==> config.mk <==
export PLATFORM = sky130hd
export DESIGN_NAME = irq_prio_ctrl
export DESIGN_NICKNAME = d
export VERILOG_FILES = /design/src/rtl/irq_prio_pkg.sv /design/src/rtl/irq_pend_reg.sv /design/src/rtl/irq_force_reg.sv /design/src/rtl/irq_prio_enc.sv /design/src/rtl/irq_prio_ctrl.sv
export SDC_FILE = /design/constraint.sdc
export NUM_CORES = 1
export LEC_CHECK = 0
export ABC_AREA = 1
export BUFFER_PORTS_ARGS = -buffer_cell sky130_fd_sc_hd__buf_2
export CAP_MARGIN = 30
export CORE_UTILIZATION = 40
export CTS_CLUSTER_DIAMETER = 200
export DETAILED_ROUTE_END_ITERATION = 6
export PLACE_DENSITY = 0.66
export SETUP_SLACK_MARGIN = 0.05
export SLEW_MARGIN = 20
export SYNTH_ARGS = -nofsm -noshare
export SYNTH_HDL_FRONTEND = slang
export SYNTH_SLANG_ARGS = --single-unit
==> constraint.sdc <==
create_clock -name clk -period 2.2 [get_ports clk]
set_input_delay 0.11 -clock clk [delete_from_list [all_inputs] [get_ports clk]]
set_output_delay 0.11 -clock clk [all_outputs]
set_load 0.02 [all_outputs]
==> src/rtl/irq_prio_pkg.sv <==
package irq_prio_pkg;
  localparam int NUM_LVL = 15;
  localparam int VEC_W   = NUM_LVL + 1;
  localparam int LVL_W   = $clog2(VEC_W);
  localparam int DATA_W  = 32;

  // bits 15:1 usable as levels; mask omits the top (non-maskable) level
  localparam logic [VEC_W-1:0] LVL_KEEP  = {{NUM_LVL{1'b1}}, 1'b0};
  localparam logic [VEC_W-1:0] MASK_KEEP = {1'b0, {(NUM_LVL-1){1'b1}}, 1'b0};

  typedef enum logic [1:0] {
    SEL_MASK  = 2'd0,
    SEL_PEND  = 2'd1,
    SEL_FORCE = 2'd2,
    SEL_TEST  = 2'd3
  } reg_sel_e;

  // highest set bit among levels, 0 if none
  function automatic logic [LVL_W-1:0] top_level(input logic [VEC_W-1:0] v);
    logic [LVL_W-1:0] r;
    r = '0;
    for (int i = 1; i < VEC_W; i++)
      if (v[i]) r = LVL_W'(i);
    return r;
  endfunction

  function automatic logic [VEC_W-1:0] level_bit(input logic [LVL_W-1:0] l);
    return (VEC_W'(1) << l) & LVL_KEEP;
  endfunction

  function automatic logic has_illegal(input logic [DATA_W-1:0] d,
                                       input logic [VEC_W-1:0] keep);
    return |(d & ~{{(DATA_W-VEC_W){1'b0}}, keep});
  endfunction
endpackage

==> src/rtl/irq_pend_reg.sv <==
module irq_pend_reg
  import irq_prio_pkg::*;
(
  input  logic             clk,
  input  logic             rst_n,
  input  logic [VEC_W-1:0] set_vec,
  input  logic [VEC_W-1:0] clr_vec,
  output logic [VEC_W-1:0] pend_q
);
  logic [VEC_W-1:0] set_eff;
  logic [VEC_W-1:0] clr_only;

  assign set_eff  = set_vec & LVL_KEEP;
  assign clr_only = clr_vec & ~set_eff & LVL_KEEP;

  always_ff @(posedge clk or negedge rst_n) begin
    if (!rst_n) pend_q <= '0;
    else        pend_q <= ((pend_q & ~clr_vec) | set_eff) & LVL_KEEP;
  end

  // a pulse always lands in pending
  p_set_wins_r10: assert property (@(posedge clk) disable iff (!rst_n)
    (|set_eff) |=> ((pend_q & $past(set_eff)) == $past(set_eff)));

  // cleared bits without a competing pulse are gone next cycle
  p_clear_r5: assert property (@(posedge clk) disable iff (!rst_n)
    (|clr_only) |=> ((pend_q & $past(clr_only)) == '0));
endmodule

==> src/rtl/irq_force_reg.sv <==
module irq_force_reg
  import irq_prio_pkg::*;
(
  input  logic             clk,
  input  logic             rst_n,
  input  logic             load,
  input  logic [VEC_W-1:0] load_val,
  input  logic [VEC_W-1:0] ack_clr,
  output logic [VEC_W-1:0] force_q
);
  always_ff @(posedge clk or negedge rst_n) begin
    if (!rst_n)    force_q <= '0;
    else if (load) force_q <= load_val & LVL_KEEP;
    else           force_q <= force_q & ~ack_clr;
  end

  // an acknowledged force bit is dropped
  p_ack_force_r8: assert property (@(posedge clk) disable iff (!rst_n)
    ((|ack_clr) && !load) |=> ((force_q & $past(ack_clr)) == '0));
endmodule

==> src/rtl/irq_prio_enc.sv <==
module irq_prio_enc
  import irq_prio_pkg::*;
(
  input  logic             clk,
  input  logic             rst_n,
  input  logic [VEC_W-1:0] pend_vec,
  input  logic [VEC_W-1:0] force_vec,
  input  logic [VEC_W-1:0] mask_vec,
  input  logic             test_en,
  output logic [VEC_W-1:0] active_vec,
  output logic [LVL_W-1:0] level
);
  logic [VEC_W-1:0] src_vec;

  assign src_vec    = pend_vec | (test_en ? force_vec : '0);
  assign active_vec = src_vec & ~mask_vec & LVL_KEEP;
  assign level      = top_level(active_vec);

  // a reported level has an unmasked source behind it
  p_level_src_r2: assert property (@(posedge clk) disable iff (!rst_n)
    (level != '0) |-> (src_vec[level] && !mask_vec[level]));

  // the top level cannot be hidden by the mask
  p_top_unmaskable_r3: assert property (@(posedge clk) disable iff (!rst_n)
    pend_vec[NUM_LVL] |-> (level == LVL_W'(NUM_LVL)));
endmodule

==> src/rtl/irq_prio_ctrl.sv <==
module irq_prio_ctrl
  import irq_prio_pkg::*;
#(
  parameter int OVR_LVL  = 7,
  parameter int TEST_BIT = 19
) (
  input  logic              clk,
  input  logic              rst_n,
  input  logic [VEC_W-1:0]  src_pulse,
  input  logic              ovr_a,
  input  logic              ovr_b,
  input  logic              wr_en,
  input  logic [1:0]        wr_sel,
  input  logic [DATA_W-1:0] wr_data,
  input  logic [1:0]        rd_sel,
  output logic [DATA_W-1:0] rd_data,
  input  logic              ack_valid,
  input  logic [LVL_W-1:0]  ack_level,
  output logic [LVL_W-1:0]  irq_level,
  output logic              par_err
);
  localparam logic [VEC_W-1:0] OVR_BIT = VEC_W'(1) << OVR_LVL;

  reg_sel_e         wsel, rsel;
  logic             wr_mask, wr_clr, wr_frc, wr_test;
  logic [VEC_W-1:0] mask_q, pend_q, force_q, active_vec;
  logic             test_q;
  logic [VEC_W-1:0] ack_bit, ack_frc_clr, ack_pend_clr;
  logic             ack_force_hit;
  logic [VEC_W-1:0] set_vec, clr_vec;
  logic             mask_bad, clr_bad;

  assign wsel    = reg_sel_e'(wr_sel);
  assign rsel    = reg_sel_e'(rd_sel);
  assign wr_mask = wr_en && (wsel == SEL_MASK);
  assign wr_clr  = wr_en && (wsel == SEL_PEND);
  assign wr_frc  = wr_en && (wsel == SEL_FORCE) && test_q;
  assign wr_test = wr_en && (wsel == SEL_TEST);

  // acknowledge routing: force bit first when test mode owns it
  assign ack_bit       = ack_valid ? level_bit(ack_level) : '0;
  assign ack_force_hit = test_q && |(force_q & ack_bit);
  assign ack_frc_clr   = ack_force_hit ? ack_bit : '0;
  assign ack_pend_clr  = ack_force_hit ? '0 : ack_bit;

  assign set_vec = (src_pulse & LVL_KEEP) | ((ovr_a || ovr_b) ? OVR_BIT : '0);
  assign clr_vec = (wr_clr ? wr_data[VEC_W-1:0] : '0) | ack_pend_clr;

  assign mask_bad = wr_mask && has_illegal(wr_data, MASK_KEEP);
  assign clr_bad  = wr_clr  && has_illegal(wr_data, LVL_KEEP);

  always_ff @(posedge clk or negedge rst_n) begin
    if (!rst_n) begin
      mask_q  <= '0;
      test_q  <= 1'b0;
      par_err <= 1'b0;
    end else begin
      if (wr_mask) mask_q <= wr_data[VEC_W-1:0] & MASK_KEEP;
      if (wr_test) test_q <= wr_data[TEST_BIT];
      par_err <= mask_bad || clr_bad;
    end
  end

  irq_pend_reg u_pend (
    .clk     (clk),
    .rst_n   (rst_n),
    .set_vec (set_vec),
    .clr_vec (clr_vec),
    .pend_q  (pend_q)
  );

  irq_force_reg u_force (
    .clk      (clk),
    .rst_n    (rst_n),
    .load     (wr_frc),
    .load_val (wr_data[VEC_W-1:0]),
    .ack_clr  (ack_frc_clr),
    .force_q  (force_q)
  );

  irq_prio_enc u_enc (
    .clk        (clk),
    .rst_n      (rst_n),
    .pend_vec   (pend_q),
    .force_vec  (force_q),
    .mask_vec   (mask_q),
    .test_en    (test_q),
    .active_vec (active_vec),
    .level      (irq_level)
  );

  always_comb begin
    rd_data = '0;
    unique case (rsel)
      SEL_MASK:  rd_data[VEC_W-1:0] = mask_q;
      SEL_PEND:  rd_data[VEC_W-1:0] = pend_q;
      SEL_FORCE: rd_data[VEC_W-1:0] = force_q;
      SEL_TEST:  rd_data[TEST_BIT]  = test_q;
      default:   rd_data = '0;
    endcase
  end

  // illegal mask bits raise the error pulse next cycle
  p_err_mask_r4: assert property (@(posedge clk) disable iff (!rst_n)
    (wr_mask && |(wr_data & ~DATA_W'(MASK_KEEP))) |=> par_err);

  // force holds when written outside test mode
  p_force_locked_r6: assert property (@(posedge clk) disable iff (!rst_n)
    (wr_en && (wsel == SEL_FORCE) && !test_q && !ack_valid) |=> $stable(force_q));

  // overrun from either channel lands on its level
  p_ovr_r9: assert property (@(posedge clk) disable iff (!rst_n)
    (ovr_a || ovr_b) |=> pend_q[OVR_LVL]);

  // bit 0 never becomes active
  p_bit0_r11: assert property (@(posedge clk) disable iff (!rst_n)
    !active_vec[0]);
endmodule

==> run summary, run 1 <==
yosys warns: 0
sequential element share of the synthesized area: 36.4%
Largest delay share family, worst path: simple AND/OR/NAND/NOR gates
final count of hold timing violations: 0
Initial Util: 41.1%
Core Rows: 32
syn_area_per_cell: 6.46 µm²
Synth Area in Simple Gates: 32.8%
Die H: 90.9 µm
leakage power: 2.24 nW
CTS tree: built
clock skew: 10.1 ps
Synth Area in Adders: 0%
mapped cell area: 3160 µm²
Ant. Diodes: 0
slew margin rel.: 40.0%
Max Slew Vio Count: 0
Worst VDD drop: 283 µV
global-route wire length before repair: 14.0 mm
Synth area leader: dfrtp_1
GR Util All Layers: 21.1%
Worst EP required: 2090 ps
fin cells: 689
Layout area overhead: 23.0%
Max Buffers Root-to-Sink: 2
max incr delay on CP: 460 ps
via count: 3210
vias per inst: 4.66
worst skew pair latency: 300 ps
clock-pin slew on the worst setup and hold paths: 90 ps
I/O Buffers: 81
Finish-stage setup viols: 0
Placeable Area: 7690 µm²
I/O Pins: 99
initial DRC count: 126
CTS root buf: clkbuf_8
commonest cells after routing, fill and taps aside: nand2_1 (163), inv_1 (92), buf_2 (80), dfrtp_1 (45), nor2_1 (35)
crit start category: flip-flop
DR pass1 iterations: 4
Fmax: 0.499 GHz
main combinational cell family by area after synthesis: simple AND/OR/NAND/NOR gates
mux cell area share after synthesis: 0%
fin crit period: 2010 ps
period utilization: 91.1%
initial antenna violation count: 0
layout cell share with drive strength beyond 1: 20.1%
# placed instances: 664
Num CTS Buffers: 5
Synth top area share: 36.4%
commonest non-fill, non-tap cell in the layout: nand2_1
status: finished, final reports clean
Syn Inst Count: 490
post-synthesis register bit count: 46
Hold Path Class: input pin to flip-flop
Setup crit end kind: output pin
Slew @ Worst Pin: 898 ps
Nets: 648
DP HPWL: 6.34 mm
# DRC: 0
Synth Area in XOR/XNOR: 0%
vias in the first global route: 3029
critical path peak fanout: 7
slowest CP cell: dfrtp_2
max cap viols: 0
Sink Count: 46
PD cells: 608 nW/µm²
unrepaired setup endpoints after global routing: no
Detail Route Antenna Nets: 0
crit-path cells: a21oi_2 -> or2_2 -> nand2_1 -> nand2_1 -> nand2_1 -> nand2_1 -> nand2_1 -> nand2_1 -> nand2_1 -> nand2_1 -> nand2_1 -> nand2_1 -> nand2_1 -> nand2_1 -> buf_6
cell mode on critical path: nand2_1
Distinct cells, synth: 30
Buf/Inv on CP: 1
Die X: 90.9 µm
Hold WS: 12.1 ps
EDFF count, synth: 0
WS Path Type: flip-flop to output pin
final WL: 8.47 mm
largest net degree at the start of global routing: 29
CTS H-tree lvls: 2
gpl congestion: 0.879
grt ovf: 0
crit path DAT: 1900 ps
WL/cell: 12.3 µm
Die ar.: 8270 µm²
post-synthesis async set-or-reset flop share: 100%
TNS Setup: 0 ps
top area cells in the synthesized netlist: dfrtp_1 (36%), nand2_1 (19%), inv_1 (11%)
post-synthesis compound-gate area fraction: 13.5%
main flop type after synthesis: dfrtp_1
-- cell usage after synthesis, types with 2 or more instances --
library cell and number:
nand2_1 163, nor2_1 35, clkbuf_1 10, nand3_1 20, o21ai_0 33, nand2_4 2
nand2_2 2, o221ai_1 14, o22ai_1 2, nand4_1 3, inv_1 92, buf_4 17
buf_2 2, nor4_1 3, dfrtp_1 46, nor3_1 4, a21oi_1 17, or2_2 11
nor3_2 2, inv_2 2
-- area by class of cell --
class	count	area, µm²
Fill cell	819	3800
Multi-Input combinational cell	334	1530
Sequential cell	46	1150
Timing Repair Buffer	105	636
Inverter	94	353
Tap cell	102	128
Clock buffer	7	86.3
Clock inverter	1	5.00
-- per-layer routing --
metal | part of all wire (%) | GRT usage (%)
met1 | 46 | 27.7
met3 | 5.8 | 4.04
met4 | 0.67 | 3.57
met5 | 0 | 0
met2 | 48 | 36.6
-- registers in the layout, summed over array words and instances (netlist names) --
signal and count:
u_pend.pend_q 15, par_err 1, u_force.force_q 15, mask_q 14, test_q 1
-- worst reg2reg max path, stage by stage, from the launching register on --
cell and delay [ps]:
dfrtp_1 400, nand2_1 70, nand2_1 50, a21oi_1 150
nand3b_1 120, nor2_2 160, nand2_4 160, nand2_4 220
nand2_1 90, nand2_1 70, nand2_1 50
-- metrics by stage --
stage | setup WS [ps] | area (µm²) | power [W] | utilization [%]
finish | 195 | 3890 | 0.00236 | 50.6
global route | 51.3 | 3890 | 0.00251 | 50.6
CTS | 61.8 | 3870 | 0.00236 | 50.3
detailed placement | 254 | 3610 | 0.00179 | 47.0
global placement | 295 | 3610 | 0.00177 | 47.0
floorplan | 606 | 3220 | 0.00157 | -
-- worst paths after layout --
| check | from | endpoint | slack (ps) | depth (start not counted) |
|---|---|---|---|---|
| worst max register to register | u_force.force_q[2]$_DFF_PN0_ | u_pend.pend_q[2]$_DFF_PN0_ | 570 | 10 |
| worst min-delay path | src_pulse[2] | u_pend.pend_q[2]$_DFF_PN0_ | 10 | 3 |
| worst max-delay path | test_q$_DFFE_PN0P_ | irq_level[0] | 190 | 15 |
| max in group asynchronous | rst_n | test_q$_DFFE_PN0P_ | 1340 | 3 |
| worst min register to register | mask_q[11]$_DFFE_PN0P_ | mask_q[11]$_DFFE_PN0P_ | 520 | 2 |
| min in group asynchronous | rst_n | mask_q[1]$_DFFE_PN0P_ | 280 | 2 |
-- report_power, final --
part | switching, W | internal (W) | total (W)
logic | 0.000465 | 0.000284 | 0.000749
clock network | 0.000298 | 0.000254 | 0.000553
registers | 0.0000968 | 0.000967 | 0.00106
total | 0.000860 | 0.00150 | 0.00236
-- cell families after synthesis --
group           after synthesis
compound gates               71
buf+inv                     125
flops                        46
other cells                   1
simple gates                247
-- repair_timing --
item | in CTS | in global routing
resized for setup | 1 | 5
buffers inserted | 0 | 1
endpoints found under the setup margin | 3 | 3
hold buffers | 16 | 0
cloned | 0 | 0
hold endpoints to repair | 31 | 0
(Power assumes the default switching activity.)
==> inputs of run 2 (changes only) <==
--- a/config.mk
+++ b/config.mk
@@ -11,7 +11,7 @@
 export CORE_UTILIZATION = 40
 export CTS_CLUSTER_DIAMETER = 200
 export DETAILED_ROUTE_END_ITERATION = 6
-export PLACE_DENSITY = 0.66
+export PLACE_DENSITY = 0.69
 export SETUP_SLACK_MARGIN = 0.05
 export SLEW_MARGIN = 20
 export SYNTH_ARGS = -nofsm -noshare
==> constraint.sdc (replaced) <==
create_clock -name clk -period 1.7 [get_ports clk]
set_input_delay 0.085 -clock clk [delete_from_list [all_inputs] [get_ports clk]]
set_output_delay 0.085 -clock clk [all_outputs]
set_load 0.02 [all_outputs]
==> run 2 against run 1 <==
The run now ends with negative setup slack left; design area up 14%; routed wire length up 12%; clock skew down 1.7 ps; core utilization up 6.9 points; clock power up 53%; worst setup slack worse by 510 ps.
==> run summary, run 2 (synthesized netlist as in run 1, its figures left out) <==
flop-to-flop setup slack: 120 ps (-450 ps)
I/O Pins: 99 (unchanged)
layout cell share with drive strength beyond 1: 27.1% (+7.0 points)
Nets: 685 (+5.7%)
# placed instances: 684 (+3.0%)
CTS tree: built
Num CTS Buffers: 5 (unchanged)
WL/cell: 13.1 µm (+6.2%)
worst r2r src: u_force.force_q[2]$_DFF_PN0_
hold path cells: 3 (unchanged)
Hold Path Class: input pin to flip-flop
commonest non-fill, non-tap cell in the layout: nand2_1
unrepaired setup endpoints after global routing: yes
global-route wire length before repair: 15.4 mm (+9.7%)
initial antenna violation count: 0 (unchanged)
slew margin rel.: 56.3% (+16 points)
fin crit period: 2010 ps
PD cells: 787 nW/µm² (+29%)
slowest CP cell: dfrtp_2
failing checks: negative setup slack
DR pass1 iterations: 5 (+1)
DP Area: 3780 µm² (+4.5%)
Worst EP required: 1620 ps (-470 ps)
vias in the first global route: 3336 (+10%)
Die X: 90.9 µm (unchanged)
final count of hold timing violations: 0 (unchanged)
Setup crit end kind: output pin
Slew @ Worst Pin: 653 ps (-244 ps)
leakage power: 2.47 nW (+9.9%)
period utilization: 118%
crit start category: flip-flop
Fmax: 0.497 GHz
Post-Place Worst Slack: -76.9 ps (-331 ps)
WS Path Type: flip-flop to output pin
Crit Reg-Reg Endpoint: u_pend.pend_q[7]$_DFF_PN0_
crit path from: test_q$_DFFE_PN0P_
Layout area overhead: 39.9%
max incr delay on CP: 450 ps (about the same)
fin cells: 725 (+5.2%)
Die ar.: 8270 µm² (unchanged)
Finished Core Util: 57.6% (+6.9 points)
via count: 3524 (+9.8%)
I/O Buffers: 81 (unchanged)
Hold WS: 7.61 ps (-4.44 ps)
status: finished with violations
cell mode on critical path: nand2_1
# DRC: 0 (unchanged)
vias per inst: 4.86 (+4.3%)
Initial Util: 41.1% (unchanged)
Finish-stage setup viols: 4 (+4)
gpl congestion: 0.887 (+0.88%)
initial DRC count: 176 (+40%)
Ant. Diodes: 0 (unchanged)
crit-path cells: buf_6 -> nand2_2 -> nand2_1 -> nand2_1 -> nand2_1 -> nand2_1 -> nand2_1 -> nand2_1 -> nand2_1 -> nand2_1 -> nand2_1 -> nand2_1 -> nand2_1 -> nand2_1 -> nand2_1 -> nand2_1 -> nand2_1 -> nand2_1 -> buf_6
Reg2Reg Depth: 10 (unchanged)
Critical Path End: irq_level[0]
crit path DAT: 1930 ps (+30 ps)
Sink Count: 46 (unchanged)
fin worst setup slack: -310 ps (-505 ps)
max cap viols: 0 (unchanged)
Placeable Area: 7690 µm² (unchanged)
final instance area: 4420 µm² (+14%)
DP HPWL: 6.62 mm (+4.4%)
CTS H-tree lvls: 2 (unchanged)
CTS root buf: clkbuf_8
commonest cells after routing, fill and taps aside: nand2_1 (154), inv_1 (90), buf_2 (76), dfrtp_1 (45), o21ai_0 (31)
worst skew pair latency: 310 ps (about the same)
Core Rows: 32 (unchanged)
GR Util All Layers: 23.4% (+2.2 points)
critical path peak fanout: 5 (-2)
grt ovf: 0 (unchanged)
clock-pin slew on the worst setup and hold paths: 90 ps (about the same)
Worst VDD drop: 399 µV (+41%)
biggest regs: u_force.force_q x15, u_pend.pend_q x15, mask_q x14
clock skew: 8.35 ps (-1.72 ps)
final WL: 9.47 mm (+12%)
largest net degree at the start of global routing: 47 (+62%)
Max Slew Vio Count: 0 (unchanged)
Max Buffers Root-to-Sink: 2 (unchanged)
Detail Route Antenna Nets: 0 (unchanged)
Die H: 90.9 µm (unchanged)
run 2: cell types whose count changed in the layout (fill, tap and decap cells not counted), sizes merged:
| cell | delta |
|---|---|
| buf | +26 |
| bufinv | +1 |
| clkbuf | -1 |
| clkinv | -1 |
| dlygate4sd3 | +10 |
| nand2 | +1 |
run 2: layer usage:
layer / vias up / global-route usage, % / share of wire, %
met5: - / 0 / 0
met4: 0 / 6.88 / 1.6
met3: 15 / 4.21 / 6.5
met2: 135 / 41.0 / 50
met1: 1629 / 29.1 / 42
li1: 1745 / - / -
run 2: power by group:
group / internal [W] / leakage (nW) / switching [W] / total (W)
registers: 0.00125 / 0.517 / 0.000149 / 0.00140
clock network: 0.000471 / 0.0573 / 0.000377 / 0.000848
logic: 0.000534 / 1.89 / 0.000699 / 0.00123
total: 0.00226 / 2.47 / 0.00122 / 0.00348
run 2: area by class of cell:
| class | instances | area, µm² |
|---|---|---|
| Multi-Input combinational cell | 335 | 1670 |
| Fill cell | 731 | 3260 |
| Clock buffer | 6 | 82.6 |
| Timing Repair Buffer | 141 | 1010 |
| Inverter | 94 | 353 |
| Tap cell | 102 | 128 |
| Sequential cell | 46 | 1150 |
| Clock inverter | 1 | 30.0 |
run 2: critical path, delay by kind of cell, from the launching register on:
family / cells / cell delay (ps)
buffers and inverters: 2 / 260
AND/OR/NAND/NOR: 17 / 920
flip-flops: 1 / 450
run 2: what timing repair did:
item,4_1_cts,5_1_grt
hold endpoints to repair,70,0
setup endpoints to repair,5,31
resized for setup,37,26
pin swaps,7,10
gates cloned,0,1
setup buffers,6,1
hold buffers,26,0
run 2: per-stage QoR:
| step | total power [W] | setup TNS [ps] |
|---|---|---|
| global placement | 0.00236 | -61.2 |
| CTS | 0.00341 | -861 |
| detailed placement | 0.00239 | -91.3 |
| global route | 0.00370 | -1380 |
| floorplan | 0.00203 | 0 |
| finish | 0.00348 | -932 |
run 2: worst min-delay path by stage:
stage / end / slack (ps) / from
2_1_floorplan: mask_q[10]$_DFFE_PN0P_ / -210 / rst_n
3_3_place_gp: u_pend.pend_q[9]$_DFF_PN0_ / 90 / rst_n
3_5_place_dp: mask_q[9]$_DFFE_PN0P_ / 90 / rst_n
4_1_cts: u_force.force_q[2]$_DFF_PN0_ / 1 / wr_data[2]
5_1_grt: u_force.force_q[12]$_DFF_PN0_ / 10 / wr_data[12]
6_report: u_force.force_q[2]$_DFF_PN0_ / 8 / wr_data[2]
==> inputs of run 3 (changes only) <==
--- a/config.mk
+++ b/config.mk
@@ -8,6 +8,7 @@
 export ABC_AREA = 1
 export BUFFER_PORTS_ARGS = -buffer_cell sky130_fd_sc_hd__buf_2
 export CAP_MARGIN = 30
+export CORE_ASPECT_RATIO = 0.75
 export CORE_UTILIZATION = 40
 export CTS_CLUSTER_DIAMETER = 200
 export DETAILED_ROUTE_END_ITERATION = 6
@@ -17,3 +18,4 @@
 export SYNTH_ARGS = -nofsm -noshare
 export SYNTH_HDL_FRONTEND = slang
 export SYNTH_SLANG_ARGS = --single-unit
+export TNS_END_PERCENT = 10
==> run 3 against run 2 <==
The run still ends with negative setup slack left; first-iteration DRC count increased by 16%; register-to-register slack improved by 40 ps; fmax decreased by 1.8%; largest cell class unchanged; largest power group unchanged.
==> run summary, run 3 (synthesized netlist as in run 1, its figures left out) <==
Most Crowded Layer GR: met2
Worst EP required: 1620 ps (about the same)
final WL: 9.25 mm (-2.3%)
Nets: 680 (-0.73%)
biggest regs: u_force.force_q x15, u_pend.pend_q x15, mask_q x14
initial antenna violation count: 0 (unchanged)
crit-path cells: buf_6 -> nand2_2 -> a21o_1 -> nand2_1 -> nand2_1 -> nand2_1 -> nand2_1 -> nand2_1 -> nand2_1 -> nand2_1 -> nand2_1 -> nand2_1 -> nand2_1 -> nand2_1 -> nand2_1 -> nand2_2 -> buf_6
crit start category: flip-flop
Finish-stage setup viols: 4 (unchanged)
Finished Core Util: 56.4% (-1.1 points)
Num CTS Buffers: 5 (unchanged)
Slew @ Worst Pin: 543 ps (-111 ps)
Hold Crit Start: wr_data[1]
crit path from: test_q$_DFFE_PN0P_
Initial Util: 42.2% (+1.0 points)
GR Util All Layers: 23.5% (+0.14 points)
Die H: 79.0 µm (-13%)
net switching share of the total power: 36.3% (+1.1 points)
DP Area: 3790 µm² (+0.43%)
met3 usage: 3.69% (-0.51 points)
Max Slew Vio Count: 0 (unchanged)
Fmax: 0.488 GHz (-1.8%)
DR pass1 iterations: 4 (-1)
# placed instances: 682 (-0.29%)
Layout area overhead: 33.8%
vias in the first global route: 3327 (-0.27%)
WL/cell: 12.9 µm (-1.6%)
commonest cells after routing, fill and taps aside: nand2_1 (158), inv_1 (92), buf_2 (78), dfrtp_1 (45), nor2_1 (34)
Detail Route Antenna Nets: 0 (unchanged)
Die ar.: 8270 µm² (about the same)
DP HPWL: 6.61 mm (-0.20%)
status: finished with violations
final count of hold timing violations: 0 (unchanged)
largest net degree at the start of global routing: 31 (-34%)
Max Buffers Root-to-Sink: 2 (unchanged)
CTS H-tree lvls: 2 (unchanged)
Comb pwr share: 34.4% (-1.0 points)
CTS root buf: clkbuf_8
clock-pin slew on the worst setup and hold paths: 80 ps (about the same)
WS Path Type: flip-flop to output pin
I/O Pins: 99 (unchanged)
share of power burned in registers: 43.5% (+3.3 points)
commonest non-fill, non-tap cell in the layout: nand2_1
via count: 3358 (-4.7%)
worst r2r src: u_force.force_q[1]$_DFF_PN0_
clock network power share: 22.1% (-2.3 points)
Int Pwr: 0.00204 W (-9.6%)
leakage power: 2.41 nW (-2.4%)
clock skew: 6.38 ps (-1.97 ps)
gpl congestion: 0.848 (-4.4%)
grt ovf: 0 (unchanged)
max incr delay on CP: 460 ps (about the same)
initial DRC count: 204 (+16%)
Setup crit end kind: output pin
Largest delay share family, worst path: simple AND/OR/NAND/NOR gates
Die X: 105 µm (+15%)
crit path DAT: 1960 ps (+30 ps)
Worst VDD drop: 335 µV (-16%)
max cap viols: 0 (unchanged)
Ant. Diodes: 0 (unchanged)
Psw: 0.00116 W (-5.3%)
met1 Use GR: 31.4% (+2.2 points)
met2 Usage GRT: 39.4% (-1.6 points)
Sink Count: 46 (unchanged)
PD cells: 756 nW/µm² (-3.9%)
slew margin rel.: 63.8% (+7.5 points)
# DRC: 0 (unchanged)
global-route wire length before repair: 15.3 mm (-0.36%)
Hold Path Class: input pin to flip-flop
CTS tree: built
layout cell share with drive strength beyond 1: 23.7% (-3.4 points)
Placeable Area: 7500 µm² (-2.4%)
cell mode on critical path: nand2_1
vias per inst: 4.66 (-4.0%)
failing checks: negative setup slack
Post-Place Worst Slack: -153 ps (-76.6 ps)
period utilization: 120% (+2.2 points)
I/O Buffers: 81 (unchanged)
Core Rows: 27 (-16%)
critical path peak fanout: 6 (+1)
Buf/Inv on CP: 2 (unchanged)
final instance area: 4230 µm² (-4.4%)
fin cells: 720 (-0.69%)
slowest CP cell: dfrtp_2
unrepaired setup endpoints after global routing: yes
Fillers: 733 (+0.27%)
fin worst setup slack: -347 ps (-37.3 ps)
worst skew pair latency: 310 ps (about the same)
fin crit period: 2050 ps (+37.3 ps)
-- run 3: cell count changes in the layout (fill, tap and decap cells not counted), sizes merged --
| cell | change |
|---|---|
| buf | -5 |
| bufinv | -1 |
| clkbuf | +1 |
| clkinv | +1 |
| dlygate4sd3 | +1 |
| nand2 | -1 |
-- run 3: cell type report --
cell class | count | area (µm²) | share of cell area [%]
clock inverter | 1 | 5.00 | 0.118
tap | 101 | 126 | 2.99
multi-input combinational | 334 | 1560 | 36.9
clock buffer | 7 | 86.3 | 2.04
sequential | 46 | 1150 | 27.2
timing repair buffer | 137 | 946 | 22.4
inverter | 94 | 353 | 8.34
-- run 3: power groups by stage --
stage          sequential (W)  clock (W)  combinational, W
2_1_floorplan         0.00136          0          0.000679
3_3_place_gp          0.00140          0          0.000965
3_5_place_dp          0.00141          0          0.000986
4_1_cts               0.00139   0.000730           0.00108
5_1_grt               0.00141   0.000780           0.00123
6_report              0.00139   0.000706           0.00110
-- run 3: path summary, 6_finish.rpt --
kind / cells after the start / end / slack [ps]
max in group asynchronous: 3 / test_q$_DFFE_PN0P_ / 870
max reg2reg: 10 / u_pend.pend_q[13]$_DFF_PN0_ / 160
min reg2reg: 2 / mask_q[12]$_DFFE_PN0P_ / 520
min in group asynchronous: 2 / u_pend.pend_q[4]$_DFF_PN0_ / 290
min: 3 / u_force.force_q[1]$_DFF_PN0_ / 10
max: 17 / irq_level[0] / -350
-- run 3: metal layers --
metal,part of all wire [%],vias to the layer above
met2,45,93
met4,0.55,0
met1,48,1517
met3,5.9,7
li1,-,1741
met5,0,-
-- run 3: worst reg2reg max path: cells and delay by family (launching register included) --
family	cells	cell delay, ps
and+or+nand+nor	9	910
AOI/OAI and AO/OA	1	120
DFF	1	420
-- run 3: per-stage QoR --
step	hold slack, ps	TNS (ps)	total power, W
after floorplan	-211	0	0.00203
after global placement	93.4	-214	0.00237
after detailed placement	91.5	-444	0.00240
after CTS	0.523	-1130	0.00320
after global routing	2.51	-1570	0.00342
final	10.0	-1060	0.00320
-- run 3: timing repair --
item	in CTS	in global routing
hold endpoints to repair	46	0
endpoints found under the setup margin	5	17
hold buffers	27	0
pin swaps	2	3
buffers inserted	3	0
resized for setup	13	6
